File: config.mk
export PLATFORM = sky130hd
export DESIGN_NAME = spi_shifter
export DESIGN_NICKNAME = d
export VERILOG_FILES = /design/src/rtl/spi_shifter.sv
export SDC_FILE = /design/constraint.sdc
export NUM_CORES = 1
export LEC_CHECK = 0
export BUFFER_PORTS_ARGS = -buffer_cell sky130_fd_sc_hd__buf_2
export CORE_MARGIN = 2
export CORE_UTILIZATION = 61
export CTS_BUF_LIST = sky130_fd_sc_hd__clkbuf_8 sky130_fd_sc_hd__clkbuf_16
export CTS_CLUSTER_SIZE = 12
export DETAILED_ROUTE_END_ITERATION = 10
export HOLD_SLACK_MARGIN = 0.12
export MAX_ROUTING_LAYER = met4
export PLACE_DENSITY = 0.87
export SETUP_SLACK_MARGIN = 0.1
export SYNTH_ARGS = -nofsm -noshare
export SYNTH_HDL_FRONTEND = slang
export SYNTH_SLANG_ARGS = --single-unit
File: constraint.sdc
create_clock -name clk -period 4.1 [get_ports clk]
set_clock_uncertainty 0.2 [all_clocks]
set_input_delay 0.41 -clock clk [delete_from_list [all_inputs] [get_ports clk]]
set_output_delay 0.41 -clock clk [all_outputs]
set_load 0.02 [all_outputs]
File: src/rtl/spi_shifter.sv
module spi_shifter #(
  parameter int DIV_W = 8
) (
  input  logic             clk,
  input  logic             rst_n,
  input  logic             ctl_wr,
  input  logic             ctl_master,
  input  logic             ctl_cpol,
  input  logic             ctl_cpha,
  input  logic             ctl_lsb_first,
  input  logic             ctl_wide,
  input  logic             ctl_fault_en,
  input  logic             ctl_ss_auto,
  input  logic [DIV_W-1:0] ctl_div,
  input  logic             tx_wr,
  input  logic [15:0]      tx_data,
  output logic [15:0]      rx_data,
  input  logic             cmp_lo_wr,
  input  logic             cmp_hi_wr,
  input  logic [7:0]       cmp_wdata,
  output logic [7:0]       cmp_lo_q,
  output logic [7:0]       cmp_hi_q,
  output logic             match_flag,
  input  logic             match_clr,
  output logic             fault_flag,
  input  logic             fault_clr,
  output logic             master_o,
  output logic             busy,
  input  logic             sck_i,
  output logic             sck_o,
  output logic             sck_oe,
  input  logic             mosi_i,
  output logic             mosi_o,
  output logic             mosi_oe,
  input  logic             miso_i,
  output logic             miso_o,
  output logic             miso_oe,
  input  logic             ss_i,
  output logic             ss_o,
  output logic             ss_oe
);
  localparam int CNT_W = 5;

  typedef enum logic [1:0] {IDLE, LEAD, RUN, TRAIL} st_t;
  st_t st;

  logic master_q, cpol_q, cpha_q, lsb_q, wide_q, fen_q, ssa_q;
  logic [DIV_W-1:0] div_q, divcnt;
  logic [CNT_W-1:0] ecnt, tcnt, rcnt;
  logic lvl;
  logic [15:0] txq, rxq, rx_nx;
  logic [7:0] cmp_lo, cmp_hi;
  logic [1:0] sck_s, mosi_s, ss_s;
  logic sck_prev, ss_prev;

  logic [3:0] nbm1, tidx, ridx;
  logic tick, m_edge, s_act, s_edge, ev, ev_lvl, do_sample, do_shift;
  logic frame_end, s_start, fault_now, in_bit;
  logic [15:0] cmp_val;

  assign nbm1      = wide_q ? 4'd15 : 4'd7;
  assign tidx      = lsb_q ? tcnt[3:0] : nbm1 - tcnt[3:0];
  assign ridx      = lsb_q ? rcnt[3:0] : nbm1 - rcnt[3:0];
  assign tick      = (divcnt == div_q);
  assign m_edge    = master_q && (st == LEAD || st == RUN) && tick;
  assign s_act     = !master_q && !ss_s[1];
  assign s_edge    = s_act && (sck_s[1] != sck_prev);
  assign ev        = m_edge || s_edge;
  assign ev_lvl    = master_q ? ~lvl : (sck_s[1] ^ cpol_q);
  assign do_sample = ev && (ev_lvl != cpha_q);
  assign do_shift  = ev && !do_sample;
  assign frame_end = do_sample && (rcnt[3:0] == nbm1);
  assign s_start   = !master_q && !ss_s[1] && ss_prev;
  assign fault_now = master_q && fen_q && !ssa_q && !ss_s[1];
  assign in_bit    = master_q ? miso_i : mosi_s[1];
  assign cmp_val   = wide_q ? {cmp_hi, cmp_lo} : {8'h00, cmp_lo};

  always_comb begin
    rx_nx       = rxq;
    rx_nx[ridx] = in_bit;
  end

  always_ff @(posedge clk or negedge rst_n) begin
    if (!rst_n) begin
      st <= IDLE;
      master_q <= 1'b0; cpol_q <= 1'b0; cpha_q <= 1'b0; lsb_q <= 1'b0;
      wide_q <= 1'b0; fen_q <= 1'b0; ssa_q <= 1'b0; div_q <= '0;
      divcnt <= '0; ecnt <= '0; tcnt <= '0; rcnt <= '0; lvl <= 1'b0;
      txq <= '0; rxq <= '0; rx_data <= '0;
      cmp_lo <= '0; cmp_hi <= '0;
      match_flag <= 1'b0; fault_flag <= 1'b0;
      sck_s <= '0; mosi_s <= '0; ss_s <= 2'b11;
      sck_prev <= 1'b0; ss_prev <= 1'b1;
    end else begin
      sck_s    <= {sck_s[0], sck_i};
      mosi_s   <= {mosi_s[0], mosi_i};
      ss_s     <= {ss_s[0], ss_i};
      sck_prev <= sck_s[1];
      ss_prev  <= ss_s[1];

      if (ctl_wr) begin
        master_q <= ctl_master; cpol_q <= ctl_cpol; cpha_q <= ctl_cpha;
        lsb_q <= ctl_lsb_first; wide_q <= ctl_wide; fen_q <= ctl_fault_en;
        ssa_q <= ctl_ss_auto; div_q <= ctl_div;
      end
      if (cmp_lo_wr) cmp_lo <= cmp_wdata;
      if (cmp_hi_wr && wide_q) cmp_hi <= cmp_wdata;
      if (match_clr) match_flag <= 1'b0;
      if (fault_clr) fault_flag <= 1'b0;

      if (tx_wr && (!master_q || st == IDLE)) txq <= tx_data;
      if (tx_wr && master_q && st == IDLE && !ctl_wr) begin
        st <= LEAD; divcnt <= '0; ecnt <= '0; lvl <= 1'b0;
        tcnt <= '0; rcnt <= '0; rxq <= '0;
      end

      if (st != IDLE) begin
        if (tick) begin
          divcnt <= '0;
          if (st == TRAIL) st <= IDLE;
          else begin
            ecnt <= ecnt + 1'b1;
            lvl  <= ~lvl;
            st   <= (ecnt == {nbm1, 1'b1}) ? TRAIL : RUN;
          end
        end else begin
          divcnt <= divcnt + 1'b1;
        end
      end

      if (s_start) begin
        tcnt <= '0; rcnt <= '0; rxq <= '0;
      end
      if (do_shift) tcnt <= rcnt;
      if (do_sample) begin
        if (frame_end) begin
          rcnt <= '0; rxq <= '0; rx_data <= rx_nx;
          if (rx_nx == cmp_val) match_flag <= 1'b1;
        end else begin
          rcnt <= rcnt + 1'b1; rxq <= rx_nx;
        end
      end

      if (fault_now) begin
        fault_flag <= 1'b1; master_q <= 1'b0; st <= IDLE; lvl <= 1'b0;
      end
    end
  end

  assign cmp_lo_q = cmp_lo;
  assign cmp_hi_q = wide_q ? cmp_hi : 8'h00;
  assign master_o = master_q;
  assign busy     = (st != IDLE);
  assign sck_o    = cpol_q ^ lvl;
  assign sck_oe   = master_q;
  assign mosi_o   = txq[tidx];
  assign mosi_oe  = master_q;
  assign miso_o   = txq[tidx];
  assign miso_oe  = !master_q && !ss_s[1];
  assign ss_o     = (st == IDLE);
  assign ss_oe    = master_q && fen_q && ssa_q;

  assert_sck_idle_R1: assert property (@(posedge clk) disable iff (!rst_n)
    (master_q && st == IDLE) |-> (sck_o == cpol_q));

  assert_edge_on_tick_R11: assert property (@(posedge clk) disable iff (!rst_n)
    (master_q && sck_o != $past(sck_o) && !$past(ctl_wr)) |-> ($past(divcnt) == $past(div_q)));

  assert_fault_drops_role_R7: assert property (@(posedge clk) disable iff (!rst_n)
    $rose(fault_flag) |-> !master_q);

  assert_match_sticky_R8: assert property (@(posedge clk) disable iff (!rst_n)
    (match_flag && !match_clr) |=> match_flag);

  assert_hi_locked_R9: assert property (@(posedge clk) disable iff (!rst_n)
    (!wide_q && cmp_hi_wr) |=> $stable(cmp_hi));
endmodule

# --- Word-level counts from Yosys, hierarchy flattened ---
# Cells that the tools add are included.
classes:
  add_sub_neg: 5
  order_cmp: 3
  n_eq_ne: 9
  mux: 47
  bitwise_logic: 3
  reduce_logical: 34
op_table:
  columns: ["cell", "count"]
  rows:
  - ["16-bit two-way mux", 5]
  - ["5-bit two-way mux", 8]
  - ["8-bit two-way mux", 4]
  - ["1-bit logical AND", 18]
  - ["1-bit two-way mux", 18]
  - ["16-bit bitwise mux", 1]
  - ["16-bit equality test", 1]
  - ["4-bit two-way mux", 4]
  - ["5-bit by 1-bit adder with 5-bit output, second input constant", 2]
  - ["4-bit by 5-bit < comparator with 1-bit output, second input constant", 2]
  - ["2-bit two-way mux", 5]
  - ["8-bit by 1-bit adder with 8-bit output, second input constant", 1]
  - ["8-bit equality test", 1]
  - ["2-bit nonzero test", 4]
  - ["4-bit subtractor", 2]
  - ["3-bit nonzero test", 2]
  - ["5-bit equality test", 1]
  - ["1-bit logical NOT", 5]
  - ["1-bit binary-select mux with 4-bit select", 1]
  - ["1-bit demux with 4-bit select", 1]
  - ["2-bit equality test, second input constant", 2]
  - ["4-bit equality test", 1]
  - ["4-bit by 1-bit greater-or-equal comparator with 1-bit output, second input constant", 1]
  - ["1-bit logical OR", 3]
  - ["other kinds (6)", 8]
totals:
  ff_bits: 114
  in_bits: 51
  output_inout_bits: 44
  elab_cells: 127

# --- Depth between registers and ports, before layout ---
# Gate-level depths: netlist (run 1).
logic_depth:
  word_depth: 12
  ltp_mapped: 10
  depth_no_buf: 8

# --- Worst setup path before layout (run 1) ---
# OpenSTA, ideal clock, no wires.
synth_path:
  path_type: "register to output"
  startpoint: "reg tcnt[1]"
  endpoint: "out mosi_o"
  arrival_ps: 2009
  required_time_ps: 3490
  path_slack_ps: 1481
  path_stages_with_launch: 8
  path_buffers: 3
  cell_sequence: "dfrtp_1 -> clkbuf_1 -> clkbuf_1 -> a311oi_1 -> a221oi_1 -> a21oi_1 -> o22ai_1 -> buf_4"
synth_between:
  elab_chain_len: 4
synth_lines:
  columns: ["item", "line", "rtl"]
  rows:
  - ["start, declared", "49", "logic [CNT_W-1:0] ecnt, tcnt, rcnt;"]
  - ["start signal, assigned", "134", "if (do_shift) tcnt <= rcnt;"]
  - ["4-bit subtractor", "62", "assign tidx = lsb_q ? tcnt[3:0] : nbm1 - tcnt[3:0];"]
  - ["4-bit two-way mux (*)", "62", null]
  - ["1-bit binary-select mux with 4-bit select (*)", null, null]
  - ["1-bit two-way mux (*)", null, null]
  - ["end, declared", "33", "output logic mosi_o,"]
# Every way passes the cells marked *; elsewhere a longest branch is shown, timed or not. The select of a mux whose other input is x is not followed.

# --- Worst setup path in the final report (run 1) ---
layout_path:
  startpoint: "reg lsb_q"
  endpoint: "out miso_o"
layout_between:
  elab_chain_len: 3
layout_lines:
  columns: ["item", "line", "rtl"]
  rows:
  - ["start, declared", "47", "logic master_q, cpol_q, cpha_q, lsb_q, wide_q, fen_q, ssa_q;"]
  - ["start signal, assigned", "103", "lsb_q <= ctl_lsb_first; wide_q <= ctl_wide; fen_q <= ctl_fault_en;"]
  - ["4-bit two-way mux", "62", null]
  - ["1-bit binary-select mux with 4-bit select", "158", "assign miso_o = txq[tidx];"]
  - ["1-bit two-way mux (not written as such)", "158", null]
  - ["end, declared", "36", "output logic miso_o,"]
# No other way between the ends. The select of a mux whose other input is x is not followed.

==> flow_summary.yaml, run 1 <==
placement:
  gp_congestion: 0.890
  dpl.hpwl_um: 9270
  port-buffer-count: 94
sta:
  tightestPinTransition_ns: 0.837
  hold_viol: 0
  relSlewSlack_pct: 44.2
  setup_viol: 0
  maxClockFrequency_mhz: 306
  slew_violations: 0
  rsz0062_at_grt: "no"
  finalCritPeriodShare_pct: 79.7
  period_needed_ns: 3.27
  setup_total_negative_slack_ns: 0
logic_synthesis:
  yosysMostFrequentCell: "dfrtp_1"
  ys_ff_latch: 113
  syn_area_mm2: 0.00571
  synth_cell_type_count: 58
  synth-async-reset-ratio_pct: 100
  synth_edf_count: 0
  yosys_warnings: 0
  yosys.area.top_type_share_pct: 48.2
  ys.flop_type: "dfrtp_1"
  synthCells: 523
  synth_fp_nets: 579
  synth.yosys.seq_area_share_pct: 49.6
  yosysTopAreaCell: "dfrtp_1"
  synth_area_per_cell_um2: 10.9
  netlist_top_cells_count: "110 x dfrtp_1, 48 x mux2_2, 47 x nand2_1, 40 x o21ai_0, 24 x mux2i_1"
  synth_area_leaders: "dfrtp_1 48%, mux2_2 9.5%, mux2i_1 4.2%"
grt:
  globalRouteTotalUtil_pct: 32.4
  grt_overflow: 0
  grt_pass1_wl_um: 24300
  grt_pass1_vias: 4841
  antenna_found_initial: 0
  grt_max_degree: 69
floorplan:
  die_h_um: 101
  core_mm2: 0.00915
  row_count: 35
  die_area_mm2: 0.0102
  fp.dieW_um: 101
  pin_count: 95
  initial_core_util_pct: 62.4
layout:
  drive_gt1_share_pct: 28.5
  fillers: 484
  final-seq-area_mm2: 0.00283
  layout.nets: 714
  areaGrowthSynthToFinish_pct: 26.9
  antenna_cells: 0
  utilization_pct: 79.2
  multiInputGateArea_mm2: 0.00267
clock_network:
  cts_sinks: 113
  clk_root_buffer_cell: "clkbuf_8"
  clkLatencyLatePin_ns: 0.53
  ctsResizeCount: 0
  postCtsHoldBufs: 50
  cts_max_level: 4
  clockBufferDepth: 2
  numCtsBuffers: 17
  postCtsSetupRepairBufs: 0
  clk_pin_slew_ns: 0.06
  cts_tree: "done"
drt:
  routed_wirelength_um: 14900
  postRouteAntennaNets: 0
  vias: 4753
  drtPass1Iterations: 5
  dr_wl_met3_um: 973
  post-route-drc-count: 0
  drt-met1-wl_um: 5880
  vias_per_cell: 6.08
  top_layer_used: "met4"
  wl_per_cell_um: 19.0
  drt-initial-drc-count: 488
  met2WireLength_um: 7550
critical_path:
  cpPeakStageDelay_ns: 0.77
  cp.arrival_ns: 2.66
  worstPathMaxFanout: 24
  critPathSlowestCell: "dfrtp_1"
  required_ns: 3.49
  startpoint_type: "flip-flop"
  crit_type: "reg2out"
  cp-end-kind: "output port"
  path_cells: "and2_1 -> a22o_1 -> nand2_1 -> a221oi_1 -> a21oi_1 -> o22ai_1 -> buf_2"
power:
  pwr_density_cell_mw_per_mm2: 532
  peakVddDrop_mv: 0.365
  p_leak_nw: 3.17
min_path:
  hp-class: "in2reg"
run_status:
  run_status: "completed"
flow_run:
  maxCapViolations: 0
-- path summary, 6_finish.rpt --
kind,slack [ns],endpoint,startpoint,depth (start not counted)
max in group asynchronous,2.50,rxq[13],rst_n,3
worst max-delay path,0.83,miso_o,lsb_q,7
worst min-delay path,0.13,ecnt[2],tx_wr,4
worst min register to register,0.15,mosi_s[1],mosi_s[0],0
worst max register to register,0.96,match_flag,rcnt[0],7
min in group asynchronous,0.34,fault_flag,rst_n,2
-- worst max-delay path, delay by kind of cell (launching register included) --
kind                   cells  cell delay, ns
AOI/OAI and AO/OA          4            0.78
DFF                        1            0.77
and+or+nand+nor            2            0.38
buffers and inverters      1            0.21
-- through the flow --
| stage | cell area (µm²) | setup slack, ns | hold WS (ns) | power [mW] | cells |
|---|---|---|---|---|---|
| floorplan | 5710 | 1.48 | -0.0856 | 2.14 | 523 |
| global placement | 6200 | 1.25 | 0.134 | 2.36 | 700 |
| detailed placement | 6200 | 1.14 | 0.138 | 2.41 | 700 |
| CTS | 7250 | 0.868 | 0.121 | 3.83 | 782 |
| global route | 7250 | 0.668 | 0.152 | 4.03 | 782 |
| finish | 7250 | 0.832 | 0.127 | 3.86 | 782 |
-- layer usage --
layer,GRT usage [%],up-vias
li1,-,2166
met2,51.3,227
met5,-,-
met3,8.11,43
met4,14.9,0
met1,39.2,2317
-- where the power goes --
part           internal, mW  switching (mW)  total (mW)
logic                 0.434           0.542       0.976
registers              1.29           0.224        1.52
clock network         0.805           0.561        1.37
-- cell type report --
cell class              instances  share of cell area, %
well taps                     111                   1.92
clock buffers                  17                   5.71
clock inverters                15                   1.90
flip-flops and latches        113                   39.1
multi-input cells             365                   36.9
repair buffers                148                   13.8
inverters                      13                  0.673
-- kinds of logic (layout without fill, tap and decap cells) --
| family | after synthesis | in the layout | share of synthesized area [%] |
|---|---|---|---|
| muxes | 72 | 72 | 13.7 |
| DFF | 113 | 113 | 49.6 |
| buffers and inverters | 45 | 193 | 3.64 |
| and+or+nand+nor | 132 | 132 | 11.9 |
| AOI/OAI and AO/OA | 124 | 124 | 14.5 |
| xor gates and xnor gates | 32 | 32 | 5.56 |
| adders and majority gates | 5 | 5 | 1.10 |
-- layout by cell type, fill, tap and decap left out, types with 5 or more instances in the layout --
cell,netlist,layout
and3_1,5,5
xor2_1,8,8
clkbuf_16,0,16
a21oi_1,5,5
clkinvlp_4,0,6
dfrtp_1,110,110
xnor2_1,22,22
mux2_2,48,48
a22o_1,19,19
inv_1,12,12
o22ai_1,18,18
buf_4,5,5
nor2_1,19,19
dlygate4sd3_1,0,50
o21ai_1,14,14
nand3_1,12,12
nor3_1,8,8
o21ai_0,40,40
buf_2,4,93
nand2_1,47,47
and2_1,9,9
mux2i_1,24,24
ha_1,5,5
-- state kept, by name (all words and copies together) (netlist names), 2 cells and up --
| signal | flops |
|---|---|
| cmp_hi | 8 |
| cmp_lo_q | 8 |
| div_q | 8 |
| divcnt | 8 |
| ecnt | 5 |
| mosi_s | 2 |
| rcnt | 4 |
| rx_data | 16 |
| rxq | 16 |
| sck_s | 2 |
| ss_s | 2 |
| st | 2 |
| tcnt | 4 |
| txq | 16 |
(Power assumes the default switching activity.)
==> inputs of run 2 (changes only) <==
--- a/config.mk
+++ b/config.mk
@@ -7,13 +7,13 @@
 export LEC_CHECK = 0
 export BUFFER_PORTS_ARGS = -buffer_cell sky130_fd_sc_hd__buf_2
 export CORE_MARGIN = 2
-export CORE_UTILIZATION = 61
+export CORE_UTILIZATION = 57
 export CTS_BUF_LIST = sky130_fd_sc_hd__clkbuf_8 sky130_fd_sc_hd__clkbuf_16
 export CTS_CLUSTER_SIZE = 12
 export DETAILED_ROUTE_END_ITERATION = 10
 export HOLD_SLACK_MARGIN = 0.12
 export MAX_ROUTING_LAYER = met4
-export PLACE_DENSITY = 0.87
+export PLACE_DENSITY = 0.83
 export SETUP_SLACK_MARGIN = 0.1
 export SYNTH_ARGS = -nofsm -noshare
 export SYNTH_HDL_FRONTEND = slang
==> constraint.sdc (replaced) <==
create_clock -name clk -period 3.1 [get_ports clk]
set_clock_uncertainty 0.2 [all_clocks]
set_input_delay 0.31 -clock clk [delete_from_list [all_inputs] [get_ports clk]]
set_output_delay 0.31 -clock clk [all_outputs]
set_load 0.02 [all_outputs]
==> run 2 against run 1 <==
Non-clock buffer count grew 3. First-iteration DRC count shrank 30%. Setup slack lost 0.62 ns. Critical path depth shrank 1. Largest cell class unchanged.
==> flow_summary.yaml, run 2 (same netlist as run 1, synthesis figures left out) <==
run_status:
  run_status: "completed"
floorplan:
  core_mm2: 0.00973
  initial_core_util_pct: 58.7
  die_h_um: 104
  row_count: 36
  pin_count: 95
  die_area_mm2: 0.0108
  fp.dieW_um: 104
grt:
  grt_pass1_vias: 4845
  grt_pass1_wl_um: 24100
  antenna_found_initial: 0
  grt_overflow: 0
  grt_max_degree: 114
  globalRouteTotalUtil_pct: 28.6
sta:
  setup_viol: 0
  hold_viol: 0
  setup_total_negative_slack_ns: 0
  slew_violations: 0
  period_needed_ns: 2.89
  setup_slack_ns: 0.208
  finalCritPeriodShare_pct: 93.3
  relSlewSlack_pct: 57.7
  holdWs_ns: 0.124
  tightestPinTransition_ns: 0.635
  rsz0062_at_grt: "yes"
  maxClockFrequency_mhz: 346
clock_network:
  clockBufferDepth: 2
  clk_pin_slew_ns: 0.06
  numCtsBuffers: 17
  cts_sinks: 113
  clkLatencyLatePin_ns: 0.52
  clk_root_buffer_cell: "clkbuf_8"
  cts_tree: "done"
  cts_max_level: 4
layout:
  areaGrowthSynthToFinish_pct: 29.4
  layout_commonest_cell: "dfrtp_1"
  utilization_pct: 76.0
  reg_top3: "rx_data x16, rxq x16, txq x16"
  layout.nets: 717
  drive_gt1_share_pct: 30.6
  antenna_cells: 0
  fillers: 634
  final_cell_mix: "107 x dfrtp_1, 93 x buf_2, 48 x mux2_2, 47 x dlygate4sd3_1, 46 x nand2_1"
power:
  p_sw_mw: 1.65
  power_frac_seq_pct: 37.6
  p_leak_nw: 3.25
  peakVddDrop_mv: 0.511
  switching_share_pct: 31.5
  p_int_mw: 3.60
  clockPowerShare_pct: 37.3
  pwr_density_cell_mw_per_mm2: 711
  comb_power_share_pct: 25.2
drt:
  drtPass1Iterations: 5
  drt-initial-drc-count: 341
  vias_per_cell: 5.86
  vias: 4730
  postRouteAntennaNets: 0
  routed_wirelength_um: 14700
  post-route-drc-count: 0
  wl_per_cell_um: 18.2
critical_path:
  startpoint_type: "flip-flop"
  cp-end-kind: "flip-flop"
  cp.arrival_ns: 3.12
  timing.rr.start: "rcnt[2]"
  crit_type: "reg2reg"
  worstPathMaxFanout: 15
  cp-startpoint: "rcnt[2]"
  required_ns: 3.32
min_path:
  hold_start: "ctl_wr"
  hp-class: "in2reg"
placement:
  dpl.hpwl_um: 8840
  port-buffer-count: 94
  dp_slack_ns: 0.307
  gp_congestion: 0.881
flow_run:
  maxCapViolations: 0
==> run 2: power groups by stage <==
stage                     Clock, mW  Combinational, mW  Sequential [mW]
after floorplan                   0              0.932             1.90
after detailed placement          0               1.21             1.98
after global routing           2.04               1.44             2.00
after CTS                      1.97               1.27             1.96
final                          1.96               1.32             1.97
after global placement            0               1.17             1.95
==> run 2: final cells by class <==
class / count / area [µm²] / share of cell area (%)
clock buffers: 21 / 469 / 6.35
multi-input cells: 365 / 2710 / 36.6
well taps: 133 / 166 / 2.25
clock inverters: 11 / 135 / 1.83
repair buffers: 151 / 1030 / 13.9
inverters: 13 / 48.8 / 0.660
flip-flops and latches: 113 / 2840 / 38.4
==> run 2: final timing paths <==
kind	to	slack [ns]	depth (start not counted)
min reg2reg	mosi_s[1]	0.15	0
max in group asynchronous	lsb_q	2.01	3
min in group asynchronous	master_o	0.17	3
min	master_o	0.12	3
max reg2reg	match_flag	0.21	6
max	match_flag	0.21	6
==> run 2: routing by layer <==
layer  up-vias  GRT usage, %  part of all wire, %
met2       193          47.7                   51
met1      2317          34.9                   41
met4         0          10.0                  2.1
met3        40          5.95                  5.3
li1       2180             -                    -
met5         -             -                    0
==> run 2: critical path: stages (launching register included) <==
cell and delay [ns]:
dfrtp_1 0.52, or4_1 0.62, o22ai_1 0.34, mux2i_1 0.41
o221a_1 0.26, nand4_1 0.15, o32ai_2 0.29
==> run 2: timing repair <==
item                                    in CTS  in global routing
endpoints found under the setup margin       0                  4
setup buffers                                0                  1
hold buffers                                47                  0
gates resized for setup                      0                 10
endpoints found under the hold margin      168                  0
==> run 2: metrics by stage <==
stage	cell area, µm²	total power [mW]	instances
6_report	7390	5.25	807
5_1_grt	7390	5.48	807
4_1_cts	7350	5.20	806
3_5_place_dp	6270	3.19	727
3_3_place_gp	6270	3.13	727
2_1_floorplan	5710	2.84	523
==> inputs of run 3 (changes only) <==
--- a/config.mk
+++ b/config.mk
@@ -5,6 +5,7 @@
 export SDC_FILE = /design/constraint.sdc
 export NUM_CORES = 1
 export LEC_CHECK = 0
+export ABC_AREA = 1
 export BUFFER_PORTS_ARGS = -buffer_cell sky130_fd_sc_hd__buf_2
 export CORE_MARGIN = 2
 export CORE_UTILIZATION = 57
@@ -12,8 +13,7 @@
 export CTS_CLUSTER_SIZE = 12
 export DETAILED_ROUTE_END_ITERATION = 10
 export HOLD_SLACK_MARGIN = 0.12
-export MAX_ROUTING_LAYER = met4
-export PLACE_DENSITY = 0.83
+export PLACE_DENSITY = 0.82
 export SETUP_SLACK_MARGIN = 0.1
 export SYNTH_ARGS = -nofsm -noshare
 export SYNTH_HDL_FRONTEND = slang
==> run 3 against run 2 <==
Clock power increased by 5%. Maximum frequency grew 2.3%. Critical path type is now reg2out. Register-to-register slack improved by 0.35 ns. Wire length rose by 17%. Combinational power increased by 20%. Largest power group is now clock. Largest cell class unchanged.
==> flow_summary.yaml, run 3 <==
run_status:
  run_status: "completed"
critical_path:
  cp.arrival_ns: 2.32
  cp-end-kind: "output port"
  startpoint_type: "flip-flop"
  cp-startpoint: "lsb_q"
  required_ns: 2.59
  timing.rr.start: "master_o"
  worstPathMaxFanout: 10
  crit_type: "reg2out"
grt:
  grt_pass1_vias: 5999
  grt_max_degree: 67
  grt_use_met1_pct: 39.8
  globalRouteMet2Util_pct: 56.0
  grt.busiest_layer: "met2"
  use_met3_pct: 8.86
  globalRouteTotalUtil_pct: 33.4
  grt_overflow: 0
  antenna_found_initial: 0
  grt_pass1_wl_um: 28600
logic_synthesis:
  synth_compound_gate_area_share_pct: 7.06
  synth_area_leaders: "dfrtp_1 47%, nand2_1 15%, nand3_1 6.4%"
  synth_cell_type_count: 44
  synth_edf_count: 0
  yosys_warnings: 0
  synth_fp_nets: 756
  muxShareOfSynthArea_pct: 4.64
  synth.yosys.seq_area_share_pct: 48.9
  synth_area_per_cell_um2: 8.28
  synthAdderAreaFrac_pct: 1.08
  yosys.area_share.simple_pct: 28.9
  yosys.area.top_type_share_pct: 47.5
  synth_top_family_by_area: "simple AND/OR/NAND/NOR gates"
  synth-async-reset-ratio_pct: 100
  ys.flop_type: "dfrtp_1"
  yosysTopAreaCell: "dfrtp_1"
  syn_area_mm2: 0.00580
  synthXorXnorAreaFrac_pct: 3.00
  synthCells: 700
  yosysMostFrequentCell: "nand2_1"
  netlist_top_cells_count: "237 x nand2_1, 110 x dfrtp_1, 74 x nand3_1, 65 x inv_1, 44 x o21ai_0"
  ys_ff_latch: 113
layout:
  layout_commonest_cell: "nand2_1"
  layout.nets: 940
  final-seq-area_mm2: 0.00283
  reg_top3: "rx_data x16, rxq x16, txq x16"
  utilization_pct: 80.0
  fillers: 602
  areaGrowthSynthToFinish_pct: 35.6
  antenna_cells: 0
  final_cell_mix: "236 x nand2_1, 109 x dfrtp_1, 93 x buf_2, 83 x dlygate4sd3_1, 74 x nand3_1"
  fin_cells: 1030
  final_cell_area_mm2: 0.00786
  drive_gt1_share_pct: 20.6
  multiInputGateArea_mm2: 0.00260
min_path:
  hold_start: "sck_s[0]"
  hp-class: "reg2reg"
power:
  finalPower_mw: 5.57
  peakVddDrop_mv: 0.545
  pwr_density_cell_mw_per_mm2: 709
  p_leak_nw: 3.90
clock_network:
  clk_pin_slew_ns: 0.06
  numCtsBuffers: 17
  clkLatencyLatePin_ns: 0.55
  cts_tree: "done"
  cts_max_level: 4
  clk_root_buffer_cell: "clkbuf_8"
  cts_sinks: 113
  clockBufferDepth: 2
floorplan:
  die_area_mm2: 0.0110
  core_mm2: 0.00982
  die_h_um: 105
  row_count: 36
  fp.dieW_um: 105
  initial_core_util_pct: 59.0
  pin_count: 95
sta:
  finalCritPeriodShare_pct: 91.2
  setup_viol: 0
  setup_slack_ns: 0.272
  hold_viol: 0
  setup_total_negative_slack_ns: 0
  period_needed_ns: 2.83
  tightestPinTransition_ns: 0.857
  maxClockFrequency_mhz: 354
  holdWs_ns: 0.148
  relSlewSlack_pct: 42.9
  slew_violations: 0
  rsz0062_at_grt: "no"
placement:
  dp_slack_ns: 0.490
  place_area_mm2: 0.00639
  placed_cells: 914
  gp_congestion: 0.914
  dpl.hpwl_um: 10200
  port-buffer-count: 94
drt:
  wl_per_cell_um: 16.7
  postRouteAntennaNets: 0
  routed_wirelength_um: 17200
  drtPass1Iterations: 5
  vias_per_cell: 5.68
  drt-initial-drc-count: 521
  vias: 5848
  post-route-drc-count: 0
flow_run:
  maxCapViolations: 0
## run 3: changes by cell type in the layout (fill, tap and decap cells not counted), moves of 11 or more
| cell | previous run | this run |
|---|---|---|
| mux2_2 | 48 | 23 |
| dlygate4sd3_1 | 47 | 83 |
| nand3_1 | 12 | 74 |
| a22o_1 | 19 | 0 |
| xnor2_1 | 22 | 9 |
| o22ai_1 | 15 | 4 |
| o21ai_1 | 14 | 3 |
| inv_1 | 13 | 68 |
| mux2i_1 | 22 | 1 |
| nand2_1 | 46 | 236 |
| nor2_1 | 18 | 29 |
## run 3: worst paths after layout
kind                            slack, ns  depth (start not counted)        to
worst max-delay path                 0.27                          9    mosi_o
worst min-delay path                 0.15                          0  sck_s[1]
worst max register to register       0.56                          6  master_o
worst min register to register       0.15                          0  sck_s[1]
max in group asynchronous            1.70                          3     lsb_q
min in group asynchronous            0.24                          2     fen_q
## run 3: cell type report
class | count | share of cell area [%]
inverters | 69 | 3.36
clock buffers | 20 | 5.80
multi-input cells | 498 | 33.1
clock inverters | 12 | 2.10
repair buffers | 185 | 17.5
flip-flops and latches | 113 | 36.1
well taps | 133 | 2.12
## run 3: cells by family (layout without fill, tap and decap cells)
| logic type | after synthesis | in the layout |
|---|---|---|
| flops | 113 | 113 |
| xor+xnor | 19 | 19 |
| simple gates | 380 | 380 |
| mux | 24 | 24 |
| buf+inv | 89 | 286 |
| fa+ha+maj | 5 | 5 |
| compound gates | 70 | 70 |
## run 3: layer usage
| metal | wire [µm] | share of wire, % |
|---|---|---|
| met1 | 6540 | 38 |
| met2 | 8560 | 50 |
| met3 | 1430 | 8.3 |
| met4 | 659 | 3.8 |
| met5 | 0 | 0 |
## run 3: where the power goes
| group | leakage (nW) | total, mW | internal [mW] | switching (mW) |
|---|---|---|---|---|
| clock network | 0.311 | 2.05 | 1.36 | 0.695 |
| registers | 1.36 | 1.94 | 1.73 | 0.212 |
| logic | 2.23 | 1.58 | 0.585 | 0.991 |
| total | 3.90 | 5.57 | 3.67 | 1.90 |
## run 3: worst max-delay path, stage by stage, from the launching register on
cell	delay, ns
dfrtp_2	0.39
inv_4	0.07
or2_2	0.28
nand2_2	0.13
inv_1	0.14
o21ai_0	0.20
o22ai_1	0.11
o211ai_1	0.17
nand2_1	0.11
buf_2	0.17
## run 3: timing repair
item | in CTS | in global routing
resized for setup | 1 | 2
hold buffers | 83 | 0
endpoints found under the setup margin | 2 | 2
buffers inserted | 1 | 0
hold endpoints to repair | 117 | 0
